## src/rtl/stsreg_pkg.sv

```systemverilog
package stsreg_pkg;

  // Widest bus word the placement helpers support.
  localparam int unsigned MAX_DW = 64;

  typedef logic [MAX_DW-1:0] wide_word_t;

  // Move a right-aligned field value up to bit position ofs of a word.
  function automatic wide_word_t place(input wide_word_t v, input int unsigned ofs);
    return v << ofs;
  endfunction

  // Bring the field that starts at bit ofs down to bit 0.
  function automatic wide_word_t pick(input wide_word_t w, input int unsigned ofs);
    return w >> ofs;
  endfunction

endpackage

```

## src/rtl/stsreg_sticky.sv

```systemverilog
module stsreg_sticky #(
  parameter int unsigned ADDR_W = 8,
  parameter int unsigned W      = 8,
  parameter int unsigned ADDR   = 0
) (
  input  logic              clk,
  input  logic              rst,
  input  logic [ADDR_W-1:0] addr,
  input  logic              rd,
  input  logic [W-1:0]      evt,
  output logic [W-1:0]      q
);

  logic rd_hit;
  assign rd_hit = rd && (addr == ADDR_W'(ADDR));

  // On a clearing read the value is replaced by the events of this cycle.
  always_ff @(posedge clk) begin
    if (rst) begin
      q <= '0;
    end else if (rd_hit) begin
      q <= evt;
    end else begin
      q <= q | evt;
    end
  end

  assert_sticky_keep_R2: assert property (@(posedge clk) disable iff (rst)
    !rd_hit |=> ((q & $past(q)) == $past(q)));

  assert_clear_on_read_R3: assert property (@(posedge clk) disable iff (rst)
    rd_hit |=> ((q & ~$past(evt)) == '0));

  assert_race_event_kept_R4: assert property (@(posedge clk) disable iff (rst)
    rd_hit |=> ((q & $past(evt)) == $past(evt)));

endmodule

```

## src/rtl/stsreg_setreg.sv

```systemverilog
module stsreg_setreg #(
  parameter int unsigned ADDR_W = 8,
  parameter int unsigned DATA_W = 32,
  parameter int unsigned W      = 8,
  parameter int unsigned ADDR   = 8,
  parameter int unsigned OFS    = 0
) (
  input  logic              clk,
  input  logic              rst,
  input  logic [ADDR_W-1:0] addr,
  input  logic              wr,
  input  logic [DATA_W-1:0] wdata,
  input  logic [W-1:0]      clr,
  output logic [W-1:0]      q
);
  import stsreg_pkg::*;

  logic         wr_hit;
  logic [W-1:0] wfield;
  logic [W-1:0] wset;

  assign wr_hit = wr && (addr == ADDR_W'(ADDR));
  assign wfield = W'(pick(MAX_DW'(wdata), OFS));
  assign wset   = wr_hit ? wfield : '0;

  // Set is applied after clear, so a write-one beats a same-cycle clear.
  always_ff @(posedge clk) begin
    if (rst) begin
      q <= '0;
    end else begin
      q <= (q & ~clr) | wset;
    end
  end

  // R5, and R7: written ones are present afterwards, whatever clr was
  assert_write_one_sets_R5: assert property (@(posedge clk) disable iff (rst)
    wr_hit |=> ((q & $past(wfield)) == $past(wfield)));

  assert_write_zero_holds_R6: assert property (@(posedge clk) disable iff (rst)
    (clr == '0) |=> ((q & $past(q)) == $past(q)));

  assert_hw_clear_R7: assert property (@(posedge clk) disable iff (rst)
    !wr_hit |=> ((q & $past(clr)) == '0));

endmodule

```

## src/rtl/stsreg_rdmux.sv

```systemverilog
module stsreg_rdmux #(
  parameter int unsigned ADDR_W  = 8,
  parameter int unsigned DATA_W  = 32,
  parameter int unsigned EVT_W   = 8,
  parameter int unsigned SET_W   = 8,
  parameter int unsigned NUM_EVT = 2,
  parameter int unsigned NUM_SET = 2,
  parameter int unsigned EVT_ADDR [NUM_EVT] = '{0, 4},
  parameter int unsigned EVT_OFS  [NUM_EVT] = '{0, 0},
  parameter int unsigned SET_ADDR [NUM_SET] = '{8, 12},
  parameter int unsigned SET_OFS  [NUM_SET] = '{0, 0}
) (
  input  logic                     clk,
  input  logic                     rst,
  input  logic [ADDR_W-1:0]        addr,
  input  logic                     rd,
  input  logic [NUM_EVT*EVT_W-1:0] evt_q,
  input  logic [NUM_SET*SET_W-1:0] set_q,
  output logic [DATA_W-1:0]        rdata,
  output logic                     rvalid
);
  import stsreg_pkg::*;

  logic [DATA_W-1:0] word;
  logic              any_hit;

  always_comb begin
    word    = '0;
    any_hit = 1'b0;
    for (int i = 0; i < NUM_EVT; i++) begin
      if (addr == ADDR_W'(EVT_ADDR[i])) begin
        word    = word | DATA_W'(place(MAX_DW'(evt_q[i*EVT_W +: EVT_W]), EVT_OFS[i]));
        any_hit = 1'b1;
      end
    end
    for (int j = 0; j < NUM_SET; j++) begin
      if (addr == ADDR_W'(SET_ADDR[j])) begin
        word    = word | DATA_W'(place(MAX_DW'(set_q[j*SET_W +: SET_W]), SET_OFS[j]));
        any_hit = 1'b1;
      end
    end
  end

  always_ff @(posedge clk) begin
    if (rst) begin
      rdata  <= '0;
      rvalid <= 1'b0;
    end else begin
      rdata  <= rd ? word : '0;
      rvalid <= rd;
    end
  end

  assert_rvalid_follows_R8: assert property (@(posedge clk) disable iff (rst)
    rd |=> rvalid);

  assert_rvalid_only_after_rd_R8: assert property (@(posedge clk) disable iff (rst)
    !rd |=> !rvalid);

  assert_rdata_idle_zero_R8: assert property (@(posedge clk) disable iff (rst)
    !rvalid |-> (rdata == '0));

  assert_unmapped_zero_R9: assert property (@(posedge clk) disable iff (rst)
    (rd && !any_hit) |=> (rdata == '0));

endmodule

```

## src/rtl/stsreg_bank.sv

```systemverilog
module stsreg_bank #(
  parameter int unsigned ADDR_W  = 8,
  parameter int unsigned DATA_W  = 32,
  parameter int unsigned EVT_W   = 8,
  parameter int unsigned SET_W   = 8,
  parameter int unsigned NUM_EVT = 2,
  parameter int unsigned NUM_SET = 2,
  parameter int unsigned EVT_ADDR [NUM_EVT] = '{0, 4},
  parameter int unsigned EVT_OFS  [NUM_EVT] = '{0, 0},
  parameter int unsigned SET_ADDR [NUM_SET] = '{8, 12},
  parameter int unsigned SET_OFS  [NUM_SET] = '{0, 0}
) (
  input  logic                     clk,
  input  logic                     rst,
  input  logic [ADDR_W-1:0]        bus_addr,
  input  logic                     bus_wr,
  input  logic [DATA_W-1:0]        bus_wdata,
  input  logic                     bus_rd,
  output logic [DATA_W-1:0]        bus_rdata,
  output logic                     bus_rvalid,
  input  logic [NUM_EVT*EVT_W-1:0] evt_in,
  input  logic [NUM_SET*SET_W-1:0] set_clr,
  output logic [NUM_SET*SET_W-1:0] set_q
);

  localparam int unsigned EVT_BITS = NUM_EVT * EVT_W;

  logic [EVT_BITS-1:0] evt_q;

  for (genvar i = 0; i < NUM_EVT; i++) begin : g_evt
    stsreg_sticky #(
      .ADDR_W(ADDR_W),
      .W     (EVT_W),
      .ADDR  (EVT_ADDR[i])
    ) u_stk (
      .clk (clk),
      .rst (rst),
      .addr(bus_addr),
      .rd  (bus_rd),
      .evt (evt_in[i*EVT_W +: EVT_W]),
      .q   (evt_q[i*EVT_W +: EVT_W])
    );
  end

  for (genvar j = 0; j < NUM_SET; j++) begin : g_set
    stsreg_setreg #(
      .ADDR_W(ADDR_W),
      .DATA_W(DATA_W),
      .W     (SET_W),
      .ADDR  (SET_ADDR[j]),
      .OFS   (SET_OFS[j])
    ) u_set (
      .clk  (clk),
      .rst  (rst),
      .addr (bus_addr),
      .wr   (bus_wr),
      .wdata(bus_wdata),
      .clr  (set_clr[j*SET_W +: SET_W]),
      .q    (set_q[j*SET_W +: SET_W])
    );
  end

  stsreg_rdmux #(
    .ADDR_W  (ADDR_W),
    .DATA_W  (DATA_W),
    .EVT_W   (EVT_W),
    .SET_W   (SET_W),
    .NUM_EVT (NUM_EVT),
    .NUM_SET (NUM_SET),
    .EVT_ADDR(EVT_ADDR),
    .EVT_OFS (EVT_OFS),
    .SET_ADDR(SET_ADDR),
    .SET_OFS (SET_OFS)
  ) u_rd (
    .clk   (clk),
    .rst   (rst),
    .addr  (bus_addr),
    .rd    (bus_rd),
    .evt_q (evt_q),
    .set_q (set_q),
    .rdata (bus_rdata),
    .rvalid(bus_rvalid)
  );

  // reset leaves the read port silent
  assert_reset_clears_R1: assert property (@(posedge clk)
    rst |=> (!bus_rvalid && (bus_rdata == '0) && (set_q == '0)));

endmodule

```

## config.mk

```make
export PLATFORM = sky130hd
export DESIGN_NAME = stsreg_bank
export DESIGN_NICKNAME = d
export VERILOG_FILES = /design/src/rtl/stsreg_pkg.sv /design/src/rtl/stsreg_sticky.sv /design/src/rtl/stsreg_setreg.sv /design/src/rtl/stsreg_rdmux.sv /design/src/rtl/stsreg_bank.sv
export SDC_FILE = /design/constraint.sdc
export NUM_CORES = 1
export LEC_CHECK = 0
export ABC_AREA = 1
export BUFFER_PORTS_ARGS = -buffer_cell sky130_fd_sc_hd__clkbuf_2
export CORE_MARGIN = 10
export CORE_UTILIZATION = 43
export DETAILED_ROUTE_END_ITERATION = 6
export GPL_TIMING_DRIVEN = 1
export PLACE_DENSITY = 0.8
export SLEW_MARGIN = 20
export SYNTH_ARGS = -nofsm -noshare
export SYNTH_HDL_FRONTEND = slang
export SYNTH_SLANG_ARGS = --single-unit
```

## constraint.sdc

```tcl
create_clock -name clk -period 1.2 [get_ports clk]
set_input_delay 0.12 -clock clk [delete_from_list [all_inputs] [get_ports clk]]
set_output_delay 0.12 -clock clk [all_outputs]
set_load 0.005 [all_outputs]
```

==> results.md, run 1 <==
* Status: finished, final reports clean
* Placed Cells incl. Taps at 384
* Layout area overhead at 21.2%
* # IOs at 125
* Reg clk slew, reported paths at 0.08 ns
* Synth area leaders: dfxtp_1 (41%), nand3_1 (10%), buf_4 (9.0%), nand2_1 (8.1%), nor2_1 (6.4%)
* Power Density at roughly 1100 nW/um2
* Yosys reg bits at 41
* HP Class: input port to flip-flop
* Die Area at between 7000 and 8000 um2
* WP data arrival at about 0.8 ns
* Overall die width at 88.3 um
* Largest net degree at the start of global routing at 26
* Drt pass-1 iters at 4
* Crit end category: output port
* Crit path cell chain: clkbuf_2
* FILL cells at 453
* Most common cell after layout, fill and taps aside: clkbuf_2
* Initial antenna violation count at 0
* Type of element launching the critical path: flip-flop
* PostCTS Resize Cnt at 0
* Detail Route Antenna Nets at 0
* CTS buffer count at 5
* Most frequent cells in the layout: clkbuf_2 (76), nand2_1 (43), nand3_1 (42), dfxtp_1 (41), nor2_1 (34)
* TritonCTS Sinks at 41
* Hold buffers post-CTS at 0
* Mapped Cells at 262
* Core Region at 4440 um2
* Setup violations, final at 0
* Sequential share of the synthesized area at 0.410
* Tcrit/Tclk final at 0.748
* Clk_skew at between 0.007 and 0.008 ns
* Max Cap Violations at 0
* Slowest-stage cell, CP: dfxtp_1
* Setup bufs post-CTS at 0
* Synth top area share at 0.410
* # rows at 24
* First-pass GRT wire length at 8.42 mm
* Peak supply drop at 0.505 mV
* Nets at 415
* Yosys warns at 0
* Synth Cell Area at about 2000 um2
* Share of post-route cells with drive strength above 1 at 0.330
* Critical path class: flip-flop to output port
* TritonCTS clock tree: done
* Grt ovf at 0
* Total Routing Usage GR at 0.133
* Leak at around 1.2 nW
* Setup TNS at 0 ns
* DRT Wirelength at 5.32 mm
* Die height at slightly below 90 um
* Critical Path Fanout Max at 3
* Clock tree root buffer cell: clkbuf_8
* Mean routed wirelength per cell at 13.6 um
* Area of the multi-input gates at 941 um2
* Vias after detailed routing at 1872
* Min cycle time layout at 0.897 ns
* Storage cell area at 821 um2
* DR iter-0 viols at 80
* Critical Path RT at ~1.1 ns
* Cell taking the most area after synthesis: dfxtp_1
* Vias in the first global route at 1911
* RSZ-0062 raised after global routing: false
* Port Buffers at 76
* Global placer's final weighted congestion at 0.838
* Bufs and invs on worst path at 1
* Family with the most delay on the worst path: flip-flops
* Netlist cell types at 20
* Antenna fix cells at 0
* Max Clock Freq at ~1100 MHz
* Skew-Pair Late Insertion Delay at 0.29 ns
* Max Buffers Root-to-Sink at 2
* Final Slew Violations at 0
* Syn_area_per_cell at 7.65 um2
* CTS H-tree lvls at 2
* Vias per cell at 4.79
* Initial Util at 0.451
* # DRC at 0
* Detailed Place HPWL at approximately 4.3 mm
* Critical Path Max Stage Delay at 0.37 ns
* Finished Layout Cells at 391
* Final hold vios at 0
## cells in the mapped netlist
cell       n
nor2_2     1
nand2_2    2
clkbuf_1   5
inv_1     20
a21oi_1   23
nand3_4    1
buf_2      1
buf_4     24
buf_8      2
nor2_4     7
inv_8      1
a21oi_2    9
nand3_1   42
dfxtp_1   41
inv_2      2
nand2_1   43
nor2_8     1
conb_1     1
nand2_4    2
nor2_1    34
## report_power, final
group | switching, mW | internal, mW | total, mW
clock | 0.450 | 0.605 | 1.05
sequential | 0.0255 | 1.40 | 1.43
combinational | 0.155 | 0.109 | 0.264
total | 0.630 | 2.11 | 2.74
## registers in the layout, indices dropped and copies added, names as in the netlist
name           flops
u_rd.rdata         8
u_rd.rvalid        1
g_set.u_set.q     16
g_evt.u_stk.q     16
## per-stage QoR
stage                util  hold slack [ns]  instance area (um2)  power (mW)  worst slack [ns]
CTS                 0.546           0.0245                 2430        2.76             0.291
global placement    0.523            0.325                 2320        1.71            0.0903
global route        0.546           0.0322                 2430        2.86             0.241
finish              0.546           0.0294                 2430        2.74             0.303
floorplan               -            0.231                 2090        1.65             0.286
detailed placement  0.523            0.332                 2320        1.72            0.0440
## logic make-up (layout without fill, tap and decap cells)
group,Yosys count,count (layout),synth area share
simple gates,133,133,0.328
buf+inv,55,109,0.164
flops,41,41,0.410
compound gates,32,32,0.0968
other cells,1,24,0.00187
## path summary, 6_finish.rpt
kind	start	to	slack [ns]	cells after the start
max reg2reg	g_set[1].u_set.q[5]$_SDFF_PP0_	u_rd.rdata[5]$_SDFF_PP0_	0.45	4
min reg2reg	g_set[0].u_set.q[3]$_SDFF_PP0_	g_set[0].u_set.q[3]$_SDFF_PP0_	0.48	2
min	rst	u_rd.rvalid$_SDFF_PP0_	0.03	2
max	g_set[0].u_set.q[7]$_SDFF_PP0_	set_q[7]	0.30	1
## routing by layer
layer / part of all wire / wire, um / GRT usage / up-vias
li1: - / - / - / 937
met1: 0.37 / 1950 / 0.140 / 849
met2: 0.49 / 2590 / 0.234 / 78
met3: 0.13 / 671 / 0.0533 / 8
met4: 0.020 / 108 / 0.0529 / 0
met5: 0 / 0 / 0 / -
## area by class of cell
class / count / share of cell area
clock buffer: 5 / 0.0284
clock inverter: 2 / 0.0144
inverter: 23 / 0.0387
multi-input combinational: 189 / 0.388
sequential: 41 / 0.338
tap: 52 / 0.0268
timing repair buffer: 79 / 0.166
Power figures use the tool's default switching activity.
==> run 2: changes to the inputs <==
--- a/config.mk
+++ b/config.mk
@@ -8,10 +8,10 @@
 export ABC_AREA = 1
 export BUFFER_PORTS_ARGS = -buffer_cell sky130_fd_sc_hd__clkbuf_2
 export CORE_MARGIN = 10
-export CORE_UTILIZATION = 43
+export CORE_UTILIZATION = 38
 export DETAILED_ROUTE_END_ITERATION = 6
 export GPL_TIMING_DRIVEN = 1
-export PLACE_DENSITY = 0.8
+export PLACE_DENSITY = 0.75
 export SLEW_MARGIN = 20
 export SYNTH_ARGS = -nofsm -noshare
 export SYNTH_HDL_FRONTEND = slang
==> constraint.sdc (replaced) <==
create_clock -name clk -period 0.8 [get_ports clk]
set_input_delay 0.08 -clock clk [delete_from_list [all_inputs] [get_ports clk]]
set_output_delay 0.08 -clock clk [all_outputs]
set_load 0.005 [all_outputs]
==> run 2 against run 1 <==
Net effect: sequential share of layout area shrank 2.0 points; largest power group unchanged; first-iteration DRC count up 55%; critical endpoint is now set_q[4]; register-to-register slack worse by 0.39 ns; count of clock-buffer cells in the layout is 3 higher; the flow now finishes with violations (setup timing).
==> results.md, run 2 (synthesis results as in run 1) <==
* Status: finished, violations left
* Failing checks: setup timing
* CTS H-tree lvls at 2 (unchanged)
* Vias in the first global route at 1958 (+2.5%)
* RSZ-0062 raised after global routing: true
* WHS Path Cells at 3 (+1)
* FILL cells at 523 (+15%)
* Final Slew Violations at 0 (unchanged)
* Power Density at 1440 nW/um2 (+28%)
* TritonCTS Sinks at 41 (unchanged)
* Final hold slack at 0.00490 ns (-0.0245 ns)
* R2R setup slack at 0.06 ns (-0.39 ns)
* Grt ovf at 0 (unchanged)
* Core Region at 5110 um2 (+15%)
* Worst slack, placed at -0.301 ns (-0.345 ns)
* Storage cell area at 850 um2 (+3.5%)
* Critical path class: flip-flop to output port
* HP Class: input port to flip-flop
* Detailed Place HPWL at 4.50 mm (+4.1%)
* Critical Path Max Stage Delay at 0.35 ns (-0.02 ns)
* Nets at 421 (+1.4%)
* Initial Util at 0.392 (-0.0585)
* Hold buffers post-CTS at 0 (unchanged)
* Setup violations, final at 16 (+16)
* Antenna fix cells at 0 (unchanged)
* Final hold vios at 0 (unchanged)
* Most frequent cells in the layout: clkbuf_2 (56), nand3_1 (42), nand2_1 (41), nor2_1 (32), conb_1 (24)
* Crit end category: output port
* Max Clock Freq at around 1200 MHz
* Port Buffers at 76 (unchanged)
* Largest net degree at the start of global routing at 33 (+27%)
* Max Cap Violations at 0 (unchanged)
* WP data arrival at 0.76 ns (-0.02 ns)
* Most common cell after layout, fill and taps aside: clkbuf_2
* Placed standard-cell area at 2410 um2 (+3.6%)
* Share of post-route cells with drive strength above 1 at 0.436 (+0.106)
* Mean routed wirelength per cell at 13.5 um (-0.85%)
* WHS Endpoint: g_evt[0].u_stk.q[4]$_SDFF_PP0_
* Leak at 1.30 nW (+4.8%)
* Clk_skew at 0.00433 ns (-0.00360 ns)
* Min cycle time layout at 0.835 ns
* Drt pass-1 iters at 4 (unchanged)
* Reg2reg path depth at 4 (unchanged)
* Family with the most delay on the worst path: flip-flops
* DRT Wirelength at 5.61 mm (+5.5%)
* DR iter-0 viols at 124 (+55%)
* Vias per cell at 4.53 (-5.3%)
* CTS buffer count at 5 (unchanged)
* # IOs at 125 (unchanged)
* Total Routing Usage GR at 0.130 (-0.00381)
* Initial antenna violation count at 0 (unchanged)
* Worst reg2reg startpoint: g_set[1].u_set.q[0]$_SDFF_PP0_
* Clock tree root buffer cell: clkbuf_8
* Max Buffers Root-to-Sink at 2 (unchanged)
* # DRC at 0 (unchanged)
* Reg clk slew, reported paths at 0.07 ns (about the same)
* Detail Route Antenna Nets at 0 (unchanged)
* Tcrit/Tclk final at 1.04
* Die height at 92.6 um (+4.9%)
* Bufs and invs on worst path at 1 (unchanged)
* Biggest regs: g_evt.u_stk.q (16), g_set.u_set.q (16), u_rd.rdata (8)
* Overall die width at 92.6 um (+4.9%)
* Type of element launching the critical path: flip-flop
* Stages on the worst setup path at 1 (unchanged)
* Crit path cell chain: clkbuf_2
* Layout area overhead at 33.4%
* Post-Layout Inst Area at 2670 um2 (+10%)
* Die Area at 8580 um2 (+10%)
* Global placer's final weighted congestion at 0.774 (-7.6%)
* Critical Path RT at 0.72 ns (-0.36 ns)
* Area of the multi-input gates at 996 um2 (+5.9%)
* Peak supply drop at 1.03 mV (+100%)
* Skew-Pair Late Insertion Delay at 0.28 ns (about the same)
* First-pass GRT wire length at 9.16 mm (+8.9%)
* # rows at 26 (+8.3%)
* Slowest-stage cell, CP: dfxtp_2
* R2r endpoint: u_rd.rdata[0]$_SDFF_PP0_
* Final WS setup at -0.0355 ns (-0.338 ns)
* Critical Path Fanout Max at 3 (unchanged)
* Hold_sp: evt_in[4]
* Vias after detailed routing at 1886 (+0.75%)
* TritonCTS clock tree: done
[run 2: how the worst max path moves through the flow]
stage / startpoint / slack [ns] / to
after floorplan: bus_addr[7] / -0.05 / g_evt[0].u_stk.q[0]$_SDFF_PP0_
after global placement: bus_addr[1] / -0.27 / g_evt[0].u_stk.q[7]$_SDFF_PP0_
after detailed placement: bus_addr[1] / -0.30 / g_evt[0].u_stk.q[1]$_SDFF_PP0_
after CTS: g_set[1].u_set.q[6]$_SDFF_PP0_ / -0.04 / set_q[14]
after global routing: bus_addr[5] / -0.07 / g_evt[0].u_stk.q[7]$_SDFF_PP0_
final: g_set[0].u_set.q[4]$_SDFF_PP0_ / -0.04 / set_q[4]
[run 2: worst register-to-register path, stage by stage, from the launching register on]
cell and delay [ns]:
dfxtp_2 0.34, nand3_1 0.07, nand2_1 0.07, nor2_2 0.10, nor2_1 0.05
[run 2: stage by stage]
stage / TNS [ns] / cells / total power [mW] / utilization
5_1_grt: -1.84 / 416 / 4.02 / 0.523
4_1_cts: -0.576 / 412 / 3.86 / 0.490
6_report: -0.311 / 416 / 3.85 / 0.523
3_5_place_dp: -9.19 / 405 / 2.61 / 0.471
3_3_place_gp: -8.15 / 405 / 2.59 / 0.471
2_1_floorplan: -0.711 / 285 / 2.49 / -
[run 2: layout make-up]
class	instances	share of cell area
multi-input cells	189	0.373
repair buffers	85	0.209
well taps	70	0.0328
inverters	23	0.0379
flip-flops and latches	41	0.318
clock buffers	8	0.0300
[run 2: layer usage]
metal,GRT usage,up-vias,routed length [um]
li1,-,953,-
met4,0.0347,0,61
met2,0.220,66,2800
met1,0.141,861,2150
met5,0,-,0
met3,0.0638,6,600
[run 2: timing repair]
item                                    4_1_cts  5_1_grt
gates cloned                                  0        0
pin swaps                                     0        7
buffers inserted                              0        4
gates resized for setup                      19       44
endpoints found under the setup margin       20       47
[run 2: where the power goes]
part           internal, mW  total, mW  switching (mW)
Clock                 0.620       1.27           0.650
Sequential             2.10       2.15          0.0467
Combinational         0.189      0.435           0.246
Total                  2.91       3.85           0.943
